## config.mk

```make
export PLATFORM = sky130hd
export DESIGN_NAME = osc_race_readout
export DESIGN_NICKNAME = d
export VERILOG_FILES = /design/src/rtl/osc_race_pkg.sv /design/src/rtl/osc_lvl_sync.sv /design/src/rtl/osc_edge_sync.sv /design/src/rtl/osc_cell_counter.sv /design/src/rtl/osc_race_ctrl.sv /design/src/rtl/osc_race_readout.sv
export SDC_FILE = /design/constraint.sdc
export NUM_CORES = 1
export LEC_CHECK = 0
export ABC_AREA = 1
export BUFFER_PORTS_ARGS = -buffer_cell sky130_fd_sc_hd__buf_4
export CORE_ASPECT_RATIO = 1.2
export CORE_MARGIN = 3
export CORE_UTILIZATION = 35
export DETAILED_ROUTE_END_ITERATION = 8
export SYNTH_ARGS = -nofsm -noshare
export SYNTH_HDL_FRONTEND = slang
export SYNTH_HIERARCHICAL = 1
export SYNTH_SLANG_ARGS = --single-unit
```

## constraint.sdc

```tcl
create_clock -name clk_i -period 5.1 [get_ports clk_i]
set_input_delay 0.765 -clock clk_i [delete_from_list [all_inputs] [get_ports clk_i]]
set_output_delay 0.765 -clock clk_i [all_outputs]
set_load 0.005 [all_outputs]
```

## src/rtl/osc_race_pkg.sv

```systemverilog
package osc_race_pkg;
  typedef enum logic [1:0] {
    ST_IDLE = 2'd0,
    ST_RUN  = 2'd1,
    ST_HOLD = 2'd2,
    ST_DONE = 2'd3
  } rd_state_e;

  typedef enum logic {
    MODE_RING  = 1'b0,
    MODE_TRANS = 1'b1
  } osc_mode_e;
endpackage

```

## src/rtl/osc_lvl_sync.sv

```systemverilog
module osc_lvl_sync #(
  parameter int SYNC_N = 2
) (
  input  logic clk_i,
  input  logic rst_ni,
  input  logic lvl_i,
  output logic lvl_o
);
  logic [SYNC_N-1:0] sync_q;

  always_ff @(posedge clk_i or negedge rst_ni) begin
    if (!rst_ni) sync_q <= '0;
    else         sync_q <= {sync_q[SYNC_N-2:0], lvl_i};
  end

  assign lvl_o = sync_q[SYNC_N-1];
endmodule

```

## src/rtl/osc_edge_sync.sv

```systemverilog
module osc_edge_sync #(
  parameter int SYNC_N = 2
) (
  input  logic clk_i,
  input  logic rst_ni,
  input  logic osc_i,
  output logic rise_o
);
  logic lvl_s, prev_q;

  osc_lvl_sync #(.SYNC_N(SYNC_N)) u_sync (
    .clk_i (clk_i),
    .rst_ni(rst_ni),
    .lvl_i (osc_i),
    .lvl_o (lvl_s)
  );

  always_ff @(posedge clk_i or negedge rst_ni) begin
    if (!rst_ni) prev_q <= 1'b0;
    else         prev_q <= lvl_s;
  end

  assign rise_o = lvl_s & ~prev_q;
endmodule

```

## src/rtl/osc_cell_counter.sv

```systemverilog
module osc_cell_counter #(
  parameter int CNT_W = 16
) (
  input  logic             clk_i,
  input  logic             rst_ni,
  input  logic             clr_i,
  input  logic             inc_i,
  output logic [CNT_W-1:0] cnt_o,
  output logic             full_o
);
  logic [CNT_W-1:0] cnt_q;

  always_ff @(posedge clk_i or negedge rst_ni) begin
    if (!rst_ni)                 cnt_q <= '0;
    else if (clr_i)              cnt_q <= '0;
    else if (inc_i && !(&cnt_q)) cnt_q <= cnt_q + 1'b1;
  end

  assign cnt_o  = cnt_q;
  assign full_o = &cnt_q;

  // saturation, never wraps
  p_no_wrap_r3: assert property (@(posedge clk_i) disable iff (!rst_ni)
    (full_o && !clr_i) |=> full_o)
    else $error("counter wrapped");

  p_clear_r2: assert property (@(posedge clk_i) disable iff (!rst_ni)
    clr_i |=> (cnt_o == '0))
    else $error("counter not cleared");
endmodule

```

## src/rtl/osc_race_ctrl.sv

```systemverilog
module osc_race_ctrl
  import osc_race_pkg::*;
#(
  parameter int WIN_CYC = 1024
) (
  input  logic clk_i,
  input  logic rst_ni,
  input  logic start_i,
  input  logic mode_i,
  input  logic any_full_i,
  output logic clr_o,
  output logic run_o,
  output logic hold_o,
  output logic done_o,
  output logic trans_o
);
  localparam int TMR_W = $clog2(WIN_CYC + 1);
  localparam logic [TMR_W-1:0] WIN_LAST = TMR_W'(WIN_CYC - 1);

  rd_state_e        st_q, st_d;
  logic [TMR_W-1:0] tmr_q;
  logic             trans_q;

  always_comb begin
    st_d = st_q;
    unique case (st_q)
      ST_IDLE: if (start_i) st_d = ST_RUN;
      ST_RUN: begin
        if (!trans_q && any_full_i)        st_d = ST_HOLD;
        if (trans_q && (tmr_q == WIN_LAST)) st_d = ST_HOLD;
      end
      ST_HOLD: st_d = ST_DONE;
      default: st_d = ST_IDLE;
    endcase
  end

  always_ff @(posedge clk_i or negedge rst_ni) begin
    if (!rst_ni) begin
      st_q    <= ST_IDLE;
      tmr_q   <= '0;
      trans_q <= 1'b0;
    end else begin
      st_q <= st_d;
      if (st_q == ST_IDLE) begin
        tmr_q <= '0;
        if (start_i) trans_q <= (mode_i == MODE_TRANS);
      end else if (st_q == ST_RUN && trans_q) begin
        tmr_q <= tmr_q + 1'b1;
      end
    end
  end

  assign clr_o   = (st_q == ST_IDLE) && start_i;
  assign run_o   = (st_q == ST_RUN);
  assign hold_o  = (st_q == ST_HOLD);
  assign done_o  = (st_q == ST_DONE);
  assign trans_o = trans_q;

  p_window_r6: assert property (@(posedge clk_i) disable iff (!rst_ni)
    (run_o && trans_o) |-> (tmr_q < TMR_W'(WIN_CYC)))
    else $error("window overrun");

  p_ring_end_r4: assert property (@(posedge clk_i) disable iff (!rst_ni)
    (run_o && !trans_o && any_full_i) |=> !run_o)
    else $error("race did not end on full");

  p_done_pulse_r10: assert property (@(posedge clk_i) disable iff (!rst_ni)
    done_o |=> !done_o)
    else $error("done longer than one cycle");

  p_start_r2: assert property (@(posedge clk_i) disable iff (!rst_ni)
    clr_o |=> run_o)
    else $error("start not accepted");
endmodule

```

## src/rtl/osc_race_readout.sv

```systemverilog
module osc_race_readout
  import osc_race_pkg::*;
#(
  parameter int CNT_W     = 16,
  parameter int WIN_CYC   = 1024,
  parameter int SEL_FIRST = 9,
  parameter int SEL_N     = 2,
  parameter int SYNC_N    = 2
) (
  input  logic             clk_i,
  input  logic             rst_ni,
  input  logic             start_i,
  input  logic             mode_i,
  input  logic             osc_a_i,
  input  logic             osc_b_i,
  input  logic             clps_a_i,
  input  logic             clps_b_i,
  output logic             osc_en_o,
  output logic             done_o,
  output logic             sign_o,
  output logic             tie_o,
  output logic [SEL_N-1:0] loser_bits_o,
  output logic [CNT_W:0]   diff_o,
  output logic             clps_a_o,
  output logic             clps_b_o,
  output logic             mix_o
);
  localparam int N_CELL  = 2;
  localparam int SEL_LSB = CNT_W - SEL_FIRST - (SEL_N - 1);

  initial begin
    if (SEL_FIRST < 1 || SEL_LSB < 0) $error("bad selected bit range");
  end

  logic [N_CELL-1:0]  osc_lvl, clps_lvl, clps_s, rise, inc, full;
  logic [CNT_W-1:0]   cnt [N_CELL];
  logic               clr, run, hold, trans, any_full;

  assign osc_lvl  = {osc_b_i, osc_a_i};
  assign clps_lvl = {clps_b_i, clps_a_i};
  assign any_full = |full;

  for (genvar g = 0; g < N_CELL; g++) begin : g_cell
    osc_edge_sync #(.SYNC_N(SYNC_N)) u_edge (
      .clk_i (clk_i),
      .rst_ni(rst_ni),
      .osc_i (osc_lvl[g]),
      .rise_o(rise[g])
    );

    osc_lvl_sync #(.SYNC_N(SYNC_N)) u_clps (
      .clk_i (clk_i),
      .rst_ni(rst_ni),
      .lvl_i (clps_lvl[g]),
      .lvl_o (clps_s[g])
    );

    // ring race freezes both counters once either fills
    assign inc[g] = rise[g] & run & ~(~trans & any_full);

    osc_cell_counter #(.CNT_W(CNT_W)) u_cnt (
      .clk_i (clk_i),
      .rst_ni(rst_ni),
      .clr_i (clr),
      .inc_i (inc[g]),
      .cnt_o (cnt[g]),
      .full_o(full[g])
    );
  end

  osc_race_ctrl #(.WIN_CYC(WIN_CYC)) u_ctrl (
    .clk_i     (clk_i),
    .rst_ni    (rst_ni),
    .start_i   (start_i),
    .mode_i    (mode_i),
    .any_full_i(any_full),
    .clr_o     (clr),
    .run_o     (run),
    .hold_o    (hold),
    .done_o    (done_o),
    .trans_o   (trans)
  );

  assign osc_en_o = run;

  // result capture during the hold cycle, counters frozen
  logic             a_gt_b, a_eq_b;
  logic [CNT_W-1:0] loser_cnt;

  assign a_gt_b    = cnt[0] > cnt[1];
  assign a_eq_b    = cnt[0] == cnt[1];
  assign loser_cnt = a_gt_b ? cnt[1] : cnt[0];

  always_ff @(posedge clk_i or negedge rst_ni) begin
    if (!rst_ni) begin
      sign_o       <= 1'b0;
      tie_o        <= 1'b0;
      loser_bits_o <= '0;
      diff_o       <= '0;
      clps_a_o     <= 1'b0;
      clps_b_o     <= 1'b0;
      mix_o        <= 1'b0;
    end else if (hold) begin
      sign_o       <= a_gt_b;
      tie_o        <= a_eq_b;
      loser_bits_o <= loser_cnt[SEL_LSB +: SEL_N];
      diff_o       <= {1'b0, cnt[0]} - {1'b0, cnt[1]};
      clps_a_o     <= clps_s[0];
      clps_b_o     <= clps_s[1];
      mix_o        <= clps_s[0] ^ clps_s[1] ^ a_gt_b;
    end
  end

  p_tie_sign_r4: assert property (@(posedge clk_i) disable iff (!rst_ni)
    tie_o |-> !sign_o)
    else $error("tie with sign set");

  p_winner_full_r4: assert property (@(posedge clk_i) disable iff (!rst_ni)
    (done_o && !trans && sign_o) |-> full[0])
    else $error("ring winner not full");

  p_en_gap_r10: assert property (@(posedge clk_i) disable iff (!rst_ni)
    $fell(osc_en_o) |=> !osc_en_o)
    else $error("enable low gap too short");

  p_done_en_r10: assert property (@(posedge clk_i) disable iff (!rst_ni)
    done_o |-> !osc_en_o)
    else $error("enable high at done");
endmodule

```

Word-level counts from Yosys, hierarchy flattened
Cells that the tools add are included.

Eq/ne operators: 7. Add/subtract/negate cells: 4. Magnitude comparators: 1. Bitwise logic cells: 13. Reduce and logical (&&, ||, !) cells: 18. Muxes and demuxes: 11.

Operators with widths (count): $mux W16 (4); $add A16 B1 Y16 const B (2); $reduce_and A16 Y1 (2); $mux W11 (2); $sub A16 B16 Y17 (1); $eq A16 B16 Y1 (1); $gt A16 B16 Y1 (1); $add A11 B1 Y11 const B (1); $eq A11 B10 Y1 const B (1); $mux W8 (1); $and A1 B1 Y1 (7); $logic_and A1 B1 Y1 (6); $mux W2 (3); $pmux W2 S3 (1); $reduce_bool A2 Y1 (3); $eq A2 B2 Y1 const B (2); $not A1 Y1 (4); $reduce_and A2 Y1 (2); $logic_not A1 Y1 (3); $ne A3 B1 Y1 const B (1); $eq A2 B1 Y1 const B (1); $logic_not A2 Y1 (1); $ne A2 B2 Y1 const B (1); $reduce_or A2 Y1 (1); $xor A1 B1 Y1 (2).

Register bits after elaboration: 80. Input port bits: 8. Word-level logic and storage cells: 72.

Depth between registers and ports, before layout
Gate-level depths: netlist of run 1.

Depth in word-level cells: 8. Mapped depth: 14. Mapped depth without buffers: 14.

Cells and area by module
The synthesis of run 1 kept the hierarchy.

By module, submodules not included: osc_race_readout (area each 1918.1 µm², cells each 271, instances 1); osc_cell_counter at g_cell[1].u_cnt (area each 1111.1 µm², cells each 169, instances 1); osc_cell_counter at g_cell[0].u_cnt (area each 1067.3 µm², cells each 161, instances 1); osc_race_ctrl (area each 885.8 µm², cells each 108, instances 1); osc_lvl_sync (area each 50.0 µm², cells each 2, instances 4); osc_edge_sync (area each 35.0 µm², cells each 3, instances 2).

Worst setup path before layout of run 1
No wires, ideal clock.

Path type: flip-flop to flip-flop. From: register g_cell[0].u_cnt.cnt_q[0]. To: register diff_o[10]. Cell stages (with the launch flop): 12. Setup slack: 3154 ps. Period minus slack after synthesis: 1946 ps. Buffers on the path: 0. Data arrival time: 1828 ps. Library setup time: 117 ps. Cells stage by stage: dfrtp_1 -> inv_1 -> ha_1 -> inv_1 -> fa_1 -> nand3_1 -> nand3_2 -> a21boi_2 -> o21ai_1 -> or2_1 -> nand3_1 -> nand2_1.

Word-level cells in the longest chain between the ends: 1.

Ends and longest elaborated chain: start: declaration (RTL line osc_cell_counter.sv:11) `logic [CNT_W-1:0] cnt_q;`; start signal: assignment (RTL line osc_cell_counter.sv:16) `else if (inc_i && !(&cnt_q)) cnt_q <= cnt_q + 1'b1;`; $sub A16 B16 Y17 (RTL line osc_race_readout.sv:107) `diff_o <= {1'b0, cnt[0]} - {1'b0, cnt[1]};`; end signal: assignment (RTL line osc_race_readout.sv:107); end: declaration (RTL line osc_race_readout.sv:23) `output logic [CNT_W:0] diff_o,`.

Every way passes these cells. A chain may end at the register's enable or synchronous reset.

Final worst setup path of run 1
From: register u_ctrl.st_q[0]. To: register g_cell[1].u_cnt.cnt_q[7].

RTL lines: start: declaration (RTL line osc_race_ctrl.sv:20) `rd_state_e st_q, st_d;`; start signal: assignment (RTL line osc_race_ctrl.sv:43) `st_q <= st_d;`; $logic_not A2 Y1 (*) (RTL line osc_race_ctrl.sv:53) `assign clr_o = (st_q == ST_IDLE) && start_i;`; $logic_and A1 B1 Y1 (*) (RTL line osc_race_ctrl.sv:53); named net clr (RTL line osc_race_readout.sv:37) `logic clr, run, hold, trans, any_full;`; $mux W16 / $reduce_bool A2 Y1 (equally long branches); end signal: assignment (RTL line osc_cell_counter.sv:16); end: declaration (RTL line osc_cell_counter.sv:11).

Mark *: on every way through the listed nets, which the timed path passes. The rest lies on a longest branch.

==> metrics.md, run 1 <==
| Metric | Value |
|---|---|
| PostCTS Resize Cnt | `0` |
| Final hold vios | `0` |
| Logic pwr share | `46.5%` |
| Endpoints failing setup | `0` |
| Root Buffer | `clkbuf_16` |
| Effective utilization at floorplan | `36.14%` |
| Core Box Area | `14,530 sq um` |
| Hold slack | `0.3404 ns` |
| ANT nets after route | `0` |
| Share of cells above drive strength 1 | `12.86%` |
| I/O Buffers | `33` |
| GRT Overall Usage | `15.89%` |
| Slowest CP cell | `clkinv_1` |
| Worst Path Buf+Inv | `3` |
| Synthesized net count | `756` |
| Final setup TNS | `0 ns` |
| Endpoint class of the critical path | `flop` |
| Fmax | `0.4147 GHz` |
| EDFF count, synth | `0` |
| Post-Route WL | `12,420 microns` |
| Int Pwr | `1596 uW` |
| Number of diodes | `0` |
| Clock Pin Slew Worst Setup and Hold Paths | `0.06 ns` |
| # hold bufs at CTS | `0` |
| Max VDD drop | `0.1582 mV` |
| Flop pwr share | `31.9%` |
| Min-delay worst type | `input pin to asynchronous set/reset pin` |
| Number of global-route vias before repair | `4,495` |
| Final critical-path share of the clock period | `47.29%` |
| CTS tree | `built` |
| Sequential-to-total area share from yosys stat | `38.11%` |
| First-pass GRT wire length | `21,450 microns` |
| Power per cell area | `458.6 nW/um^2` |
| Routed via count | `4,552` |
| Maxcap violations | `0` |
| Layout Nets | `792` |
| Post-CTS setup buffer count | `0` |
| Largest net degree at the start of global routing | `52` |
| Die X | `117.8 microns` |
| Crit path cell chain | `inv_1, ha_1, nand2_1, inv_1, clkinv_1, nand2_1, nand2_1, nand2_1` |
| Post-synthesis cell count | `723` |
| Crit path DAT | `2.70 ns` |
| Drt drc | `0` |
| Clk buf depth | `2` |
| Inserted Clock Buffers | `9` |
| Clk sinks | `80` |
| GRT overflow | `0` |
| Yosys cell types | `41` |
| Detailed Route Iter0 Violations | `255` |
| Overall power | `2737 uW` |
| Family with the most delay on the worst path | `buffers and inverters` |
| Worst setup SP type | `flop` |
| Worst slew margin | `39.93%` |
| Worst slew pin tran | `0.9001 ns` |
| Clock power share | `21.6%` |
| Max Slew Vio Count | `0` |
| Worst Path Required | `5.39 ns` |
| Fill count | `1,570` |
| Area of the mapped netlist | `5253 sq um` |
| DR pass1 iterations | `5` |
| Crit-path max cell delay | `0.58 ns` |
| Leakage power | `0.003100 uW` |
| Post-layout min period | `2.412 ns` |
| GPL Wtd Cong | `0.8796` |
| H-tree levels | `3` |
| Antenna violations before repair | `0` |
| Sw Pwr | `1141 uW` |
| Post-DP HPWL | `9455 microns` |
| Outcome | `complete, no violations` |
| Synthesis warning total | `6` |
| Post-synth ARST share | `100.0%` |
| RSZ-0062 raised after global routing | `no` |
| DIE HEIGHT | `140.2 microns` |
| Skew-Pair Late Insertion Delay | `0.34 ns` |
| Post-DR vias/cell | `4.732` |
| Placement Rows | `48` |
| CP dominant cell by count | `nand2_1` |
| Switching share of total power | `41.70%` |
| Crit Path Category | `flop to flop` |
| Routed wire per std cell | `12.91 microns` |
| Area Overhead vs Synth | `13.63%` |
| Primary FF master, synth | `dfrtp_1` |
| # IOs | `34` |
| Synth Register Bits | `80` |
| Die ar. | `16,520 sq um` |
| Max Clock Skew | `0.008601 ns` |
| Crit Path Max Fanout | `19` |
| Mean Syn Cell Area | `7.265 sq um` |
-- cell usage after synthesis (all sizes together), types with 6 or more instances --
library cell  instances  area (sq um)
nand4                18         112.6
o21ai                27         146.4
nand3                73         402.9
inv                  88         330.3
xnor2                 6         52.55
nand2               255          1015
dfrtp                80          2002
ha                   24         300.3
xor2                 10         87.58
nor2                 80         374.1
nor3                  8         60.06
a21oi                25         136.4
-- metrics by stage --
stage	utilization [%]	std cells	worst slack, ns	area [sq um]
after global placement	39.26	948	2.634	5705
after global routing	41.06	962	2.416	5968
after floorplan	-	723	3.154	5253
after detailed placement	39.26	948	2.698	5705
final	41.06	962	2.688	5968
after CTS	41.06	962	2.677	5968
-- placed cells by master, fill, tap and decap left out, types with 18 or more instances in the layout --
cell type,netlist,final
inv_1,82,82
buf_4,0,34
nor2_1,68,68
dfrtp_1,80,80
a21oi_1,22,22
nand2_1,240,240
nand3_1,67,67
nand4_1,18,18
ha_1,24,24
-- power groups by stage --
stage / logic [uW] / clock network, uW / registers, uW
6_report: 1270 / 592 / 873
5_1_grt: 1450 / 636 / 894
4_1_cts: 1280 / 608 / 876
3_5_place_dp: 1280 / 0 / 886
3_3_place_gp: 1270 / 0 / 882
2_1_floorplan: 903 / 0 / 864
-- final timing paths --
kind                                                   startpoint                                 to  slack, ns  cells past startpoint
min in group clk_i              g_cell[0].u_edge/u_sync/sync_q[0]  g_cell[0].u_edge/u_sync/sync_q[1]       0.35                      0
worst min register to register  g_cell[0].u_edge/u_sync/sync_q[0]  g_cell[0].u_edge/u_sync/sync_q[1]       0.35                      0
worst min-delay path                                       rst_ni                    u_ctrl/tmr_q[7]       0.34                      1
worst max register to register                     u_ctrl/st_q[0]           g_cell[1].u_cnt/cnt_o[7]       2.69                      8
max in group asynchronous                                  rst_ni           g_cell[1].u_cnt/cnt_o[1]       3.77                      2
worst max-delay path                               u_ctrl/st_q[0]           g_cell[1].u_cnt/cnt_o[7]       2.69                      8
-- metal layers --
layer,GRT usage [%],share of wire [%]
met3,2.464,3.4
met2,27.80,49
met1,19.59,46
met4,6.481,1.8
met5,0,0
-- state kept, by name (all words and copies together), names as in the netlist --
signal	flops
clps_b_o	1
g_cell.u_clps/sync_q	4
u_ctrl/trans_o	1
g_cell.u_edge/prev_q	2
u_ctrl/tmr_q	11
mix_o	1
u_ctrl/st_q	2
tie_o	1
clps_a_o	1
diff_o	17
g_cell.u_cnt/cnt_o	32
g_cell.u_edge/u_sync/sync_q	4
loser_bits_o	2
sign_o	1
-- layout make-up --
type / instances / area, sq um / area share, %
multi-input cells: 545 / 2864 / 47.99
flip-flops and latches: 80 / 2002 / 33.54
inverters: 89 / 334.1 / 5.597
repair buffers: 34 / 255.2 / 4.277
well taps: 200 / 250.2 / 4.193
clock buffers: 11 / 242.7 / 4.067
clock inverters: 3 / 20.02 / 0.3354
-- logic make-up (layout without fill, tap and decap cells) --
| logic type | count (synthesis) | after routing | synth area share, % |
|---|---|---|---|
| XOR/XNOR | 16 | 16 | 2.668 |
| adder cells (fa/ha/maj) | 25 | 25 | 6.098 |
| flip-flops | 80 | 80 | 38.11 |
| AND/OR/NAND/NOR | 442 | 442 | 38.80 |
| buffers and inverters | 98 | 137 | 7.360 |
| AO/OA/AOI/OAI | 62 | 62 | 6.956 |
(Power assumes the default switching activity.)
==> inputs of run 2 (changes only) <==
Settings changed: ABC_AREA 1 to 0.
Clock period 5.1 ns to 1.96 ns, I/O delays scaled along.
==> metrics.md, run 2 <==
| Metric | Value |
|---|---|
| Worst setup SP type | `flop` |
| Power per cell area | `1148 nW/um^2 (+150%)` |
| Outcome | `finished, violations left` |
| EDFF count, synth | `0 (unchanged)` |
| Area of the mapped netlist | `4806 sq um (-8.5%)` |
| Final WS setup | `-0.4378 ns (-3.126 ns)` |
| Die X | `113.0 microns (-4.1%)` |
| Yosys cell types | `68 (+66%)` |
| Post-synth ARST share | `100.0% (unchanged)` |
| CP Capture Point | `diff_o[12]` |
| Synth Register Bits | `80 (unchanged)` |
| Flop-to-flop setup slack | `-0.44 ns (-3.13 ns)` |
| Effective utilization at floorplan | `35.99% (-0.15 points)` |
| ANT nets after route | `0 (unchanged)` |
| Synth area leaders | `dfrtp_1 (42%), ha_1 (6.2%), a21oi_1 (4.2%)` |
| Clk buf depth | `2 (unchanged)` |
| Non-Filler Instances | `858 (-11%)` |
| Area Overhead vs Synth | `50.30%` |
| Crit path DAT | `2.62 ns (-0.08 ns)` |
| Post-Route WL | `13,170 microns (+6.0%)` |
| Mean Syn Cell Area | `9.554 sq um (+32%)` |
| Antenna violations before repair | `0 (unchanged)` |
| Slowest CP cell | `or4_1` |
| GPL Wtd Cong | `0.9077 (+3.2%)` |
| Min-delay worst type | `input pin to flop` |
| Post-layout min period | `2.398 ns (-0.01377 ns)` |
| Worst R2R Start | `g_cell[0].u_cnt/cnt_o[0]` |
| Detailed Route Iter0 Violations | `157 (-38%)` |
| Final hold vios | `0 (unchanged)` |
| Largest net degree at the start of global routing | `53 (+1.9%)` |
| Post-DP HPWL | `9677 microns (+2.4%)` |
| GRT Overall Usage | `17.96% (+2.1 points)` |
| Max Slew Vio Count | `0 (unchanged)` |
| Setup WS pre-CTS | `-0.4831 ns (-3.181 ns)` |
| Reg-to-reg critical path endpoint | `diff_o[12]` |
| Most common cell after layout, fill and taps aside | `buf_4` |
| Placement Rows | `46 (-4.2%)` |
| Number of diodes | `0 (unchanged)` |
| Drt drc | `0 (unchanged)` |
| Worst slew margin | `61.50% (+22 points)` |
| RSZ-0062 raised after global routing | `yes` |
| Post-synthesis cell count | `503 (-30%)` |
| Synthesized net count | `536 (-29%)` |
| Crit path cell chain | `inv_1, ha_1, inv_1, fa_2, a21o_2, a311oi_2, nor2b_2, a21oi_4, mux2i_1, or4_1` |
| DR pass1 iterations | `4 (-1)` |
| Fmax | `0.4171 GHz (+0.57%)` |
| Endpoints failing setup | `50 (+50)` |
| Placed cell areas | `6276 sq um (+10%)` |
| Top cell type by total area after synthesis | `dfrtp_1` |
| Share of cells above drive strength 1 | `44.78% (+32 points)` |
| Failing checks | `setup timing` |
| Design Area, Final | `7223 sq um (+21%)` |
| Routed via count | `4,542 (-0.22%)` |
| Post-DR vias/cell | `5.294 (+12%)` |
| Leakage power | `0.003255 uW (+5.0%)` |
| I/O Buffers | `33 (unchanged)` |
| Hold slack | `0.05366 ns (-0.2867 ns)` |
| Maxcap violations | `0 (unchanged)` |
| H-tree levels | `3 (unchanged)` |
| Number of flip-flops in the largest register | `32 (unchanged)` |
| Final critical-path share of the clock period | `122.3% (+75 points)` |
| CTS tree | `built` |
| CP dominant cell by count | `inv_1` |
| Placed insts | `814 (-14%)` |
| Clock Pin Slew Worst Setup and Hold Paths | `0.06 ns (about the same)` |
| Clk sinks | `80 (unchanged)` |
| Die ar. | `15,180 sq um (-8.1%)` |
| Max VDD drop | `0.9852 mV (+520%)` |
| Inserted Clock Buffers | `9 (unchanged)` |
| Layout Nets | `718 (-9.3%)` |
| Worst slew pin tran | `0.5726 ns (-0.3275 ns)` |
| # IOs | `34 (unchanged)` |
| DIE HEIGHT | `134.4 microns (-4.2%)` |
| Endpoint class of the critical path | `flop` |
| First-pass GRT wire length | `22,110 microns (+3.1%)` |
| Skew-Pair Late Insertion Delay | `0.34 ns (about the same)` |
| Routed wire per std cell | `15.34 microns (+19%)` |
| Most frequent cell after synthesis | `dfrtp_1` |
| Critical path startpoint | `g_cell[0].u_cnt/cnt_o[0]` |
| Commonest cells after routing, fill and taps aside | `buf_4 (164), dfrtp_1 (78), nor2_1 (41)` |
| Number of global-route vias before repair | `4,621 (+2.8%)` |
| GRT overflow | `0 (unchanged)` |
| Worst Path Required | `2.18 ns (-3.21 ns)` |
| Max Clock Skew | `0.006095 ns (-0.002506 ns)` |
| Crit Path Category | `flop to flop` |
| End-of-flow core utilization | `54.09% (+13 points)` |
| Sequential-to-total area share from yosys stat | `41.66% (+3.5 points)` |
| Crit-path max cell delay | `0.49 ns (-0.09 ns)` |
| Crit Path Max Fanout | `2 (-17)` |
| Primary FF master, synth | `dfrtp_1` |
| Synth top cells by count | `dfrtp_1 (80), nor2_1 (47), a21oi_1 (40), nand2_1 (31), inv_1 (30)` |
| Synthesis warning total | `6 (unchanged)` |
| R2R depth | `10 (+2)` |
| Root Buffer | `clkbuf_16` |
| Core Box Area | `13,350 sq um (-8.1%)` |
| Post-synth top area share | `41.66% (+3.5 points)` |
==> run 2: changes by cell type in the layout (fill, tap and decap cells not counted), moves of 10 or more <==
cell     delta
nand2_1   -213
nor2_1     -27
inv_1      -57
mux2_2     +10
buf_4     +130
nand3_1    -45
a21oi_2    +12
buf_6      +20
==> run 2: worst max-delay path, delay by kind of cell (launching register included) <==
kind | cells | cell delay (ns)
simple gates | 2 | 0.59
buf+inv | 2 | 0.11
fa+ha+maj | 2 | 0.49
compound gates | 3 | 0.62
mux | 1 | 0.08
flops | 1 | 0.37
==> run 2: how the worst min path moves through the flow <==
stage                     cells after the start      from                                 to  slack [ns]
final                                         1  clps_a_i         g_cell[0].u_clps/sync_q[0]        0.05
after floorplan                               0    rst_ni                           clps_a_o      -0.002
after global routing                          1   osc_a_i  g_cell[0].u_edge/u_sync/sync_q[0]        0.04
after CTS                                     1  clps_a_i         g_cell[0].u_clps/sync_q[0]        0.04
after global placement                        1    rst_ni                         diff_o[11]        0.24
after detailed placement                      1    rst_ni                           clps_a_o        0.25
==> run 2: kinds of logic after synthesis <==
| group | count (synthesis) | synth area share, % |
|---|---|---|
| compound gates | 122 | 17.52 |
| xor+xnor | 17 | 3.098 |
| fa+ha+maj | 25 | 6.665 |
| buf+inv | 47 | 3.801 |
| flops | 80 | 41.66 |
| mux | 21 | 4.816 |
| simple gates | 191 | 22.44 |
==> run 2: timing repair <==
| item | CTS | global route |
|---|---|---|
| gates resized for setup | 64 | 29 |
| gates cloned | 1 | 0 |
| hold endpoints to repair | 28 | 0 |
| hold buffers | 1 | 0 |
| setup endpoints to repair | 49 | 55 |
| pin swaps | 38 | 17 |
| setup buffers | 20 | 8 |
==> run 2: area by class of cell <==
| type | instances | area [sq um] |
|---|---|---|
| repair buffers | 187 | 1506 |
| fillers | 1182 | 6130 |
| clock inverters | 4 | 53.80 |
| inverters | 30 | 112.6 |
| multi-input cells | 377 | 3089 |
| flip-flops and latches | 80 | 2004 |
| well taps | 168 | 210.2 |
| clock buffers | 12 | 246.5 |
==> run 2: where the power goes <==
part	leakage [uW]	total (uW)	internal, uW	switching (uW)
Combinational	0.00207	4400	2410	1990
Sequential	0.00105	2190	1980	201
Clock	0.000139	1710	1020	682
Total	0.00326	8300	5420	2880
==> run 2: stage by stage <==
stage | power (uW) | setup TNS [ns]
3_3_place_gp | 5997 | -10.16
4_1_cts | 8309 | -8.990
3_5_place_dp | 6079 | -12.05
2_1_floorplan | 4349 | -7.920
6_report | 8295 | -10.90
5_1_grt | 8870 | -15.97
==> run 2: layer usage <==
| metal | vias to the layer above | GRT usage (%) | routed length [microns] |
|---|---|---|---|
| li1 | 2225 | - | - |
| met1 | 2230 | 21.32 | 5576 |
| met2 | 62 | 31.72 | 6854 |
| met3 | 25 | 2.933 | 423 |
| met4 | 0 | 8.016 | 311 |
| met5 | - | 0 | 0 |
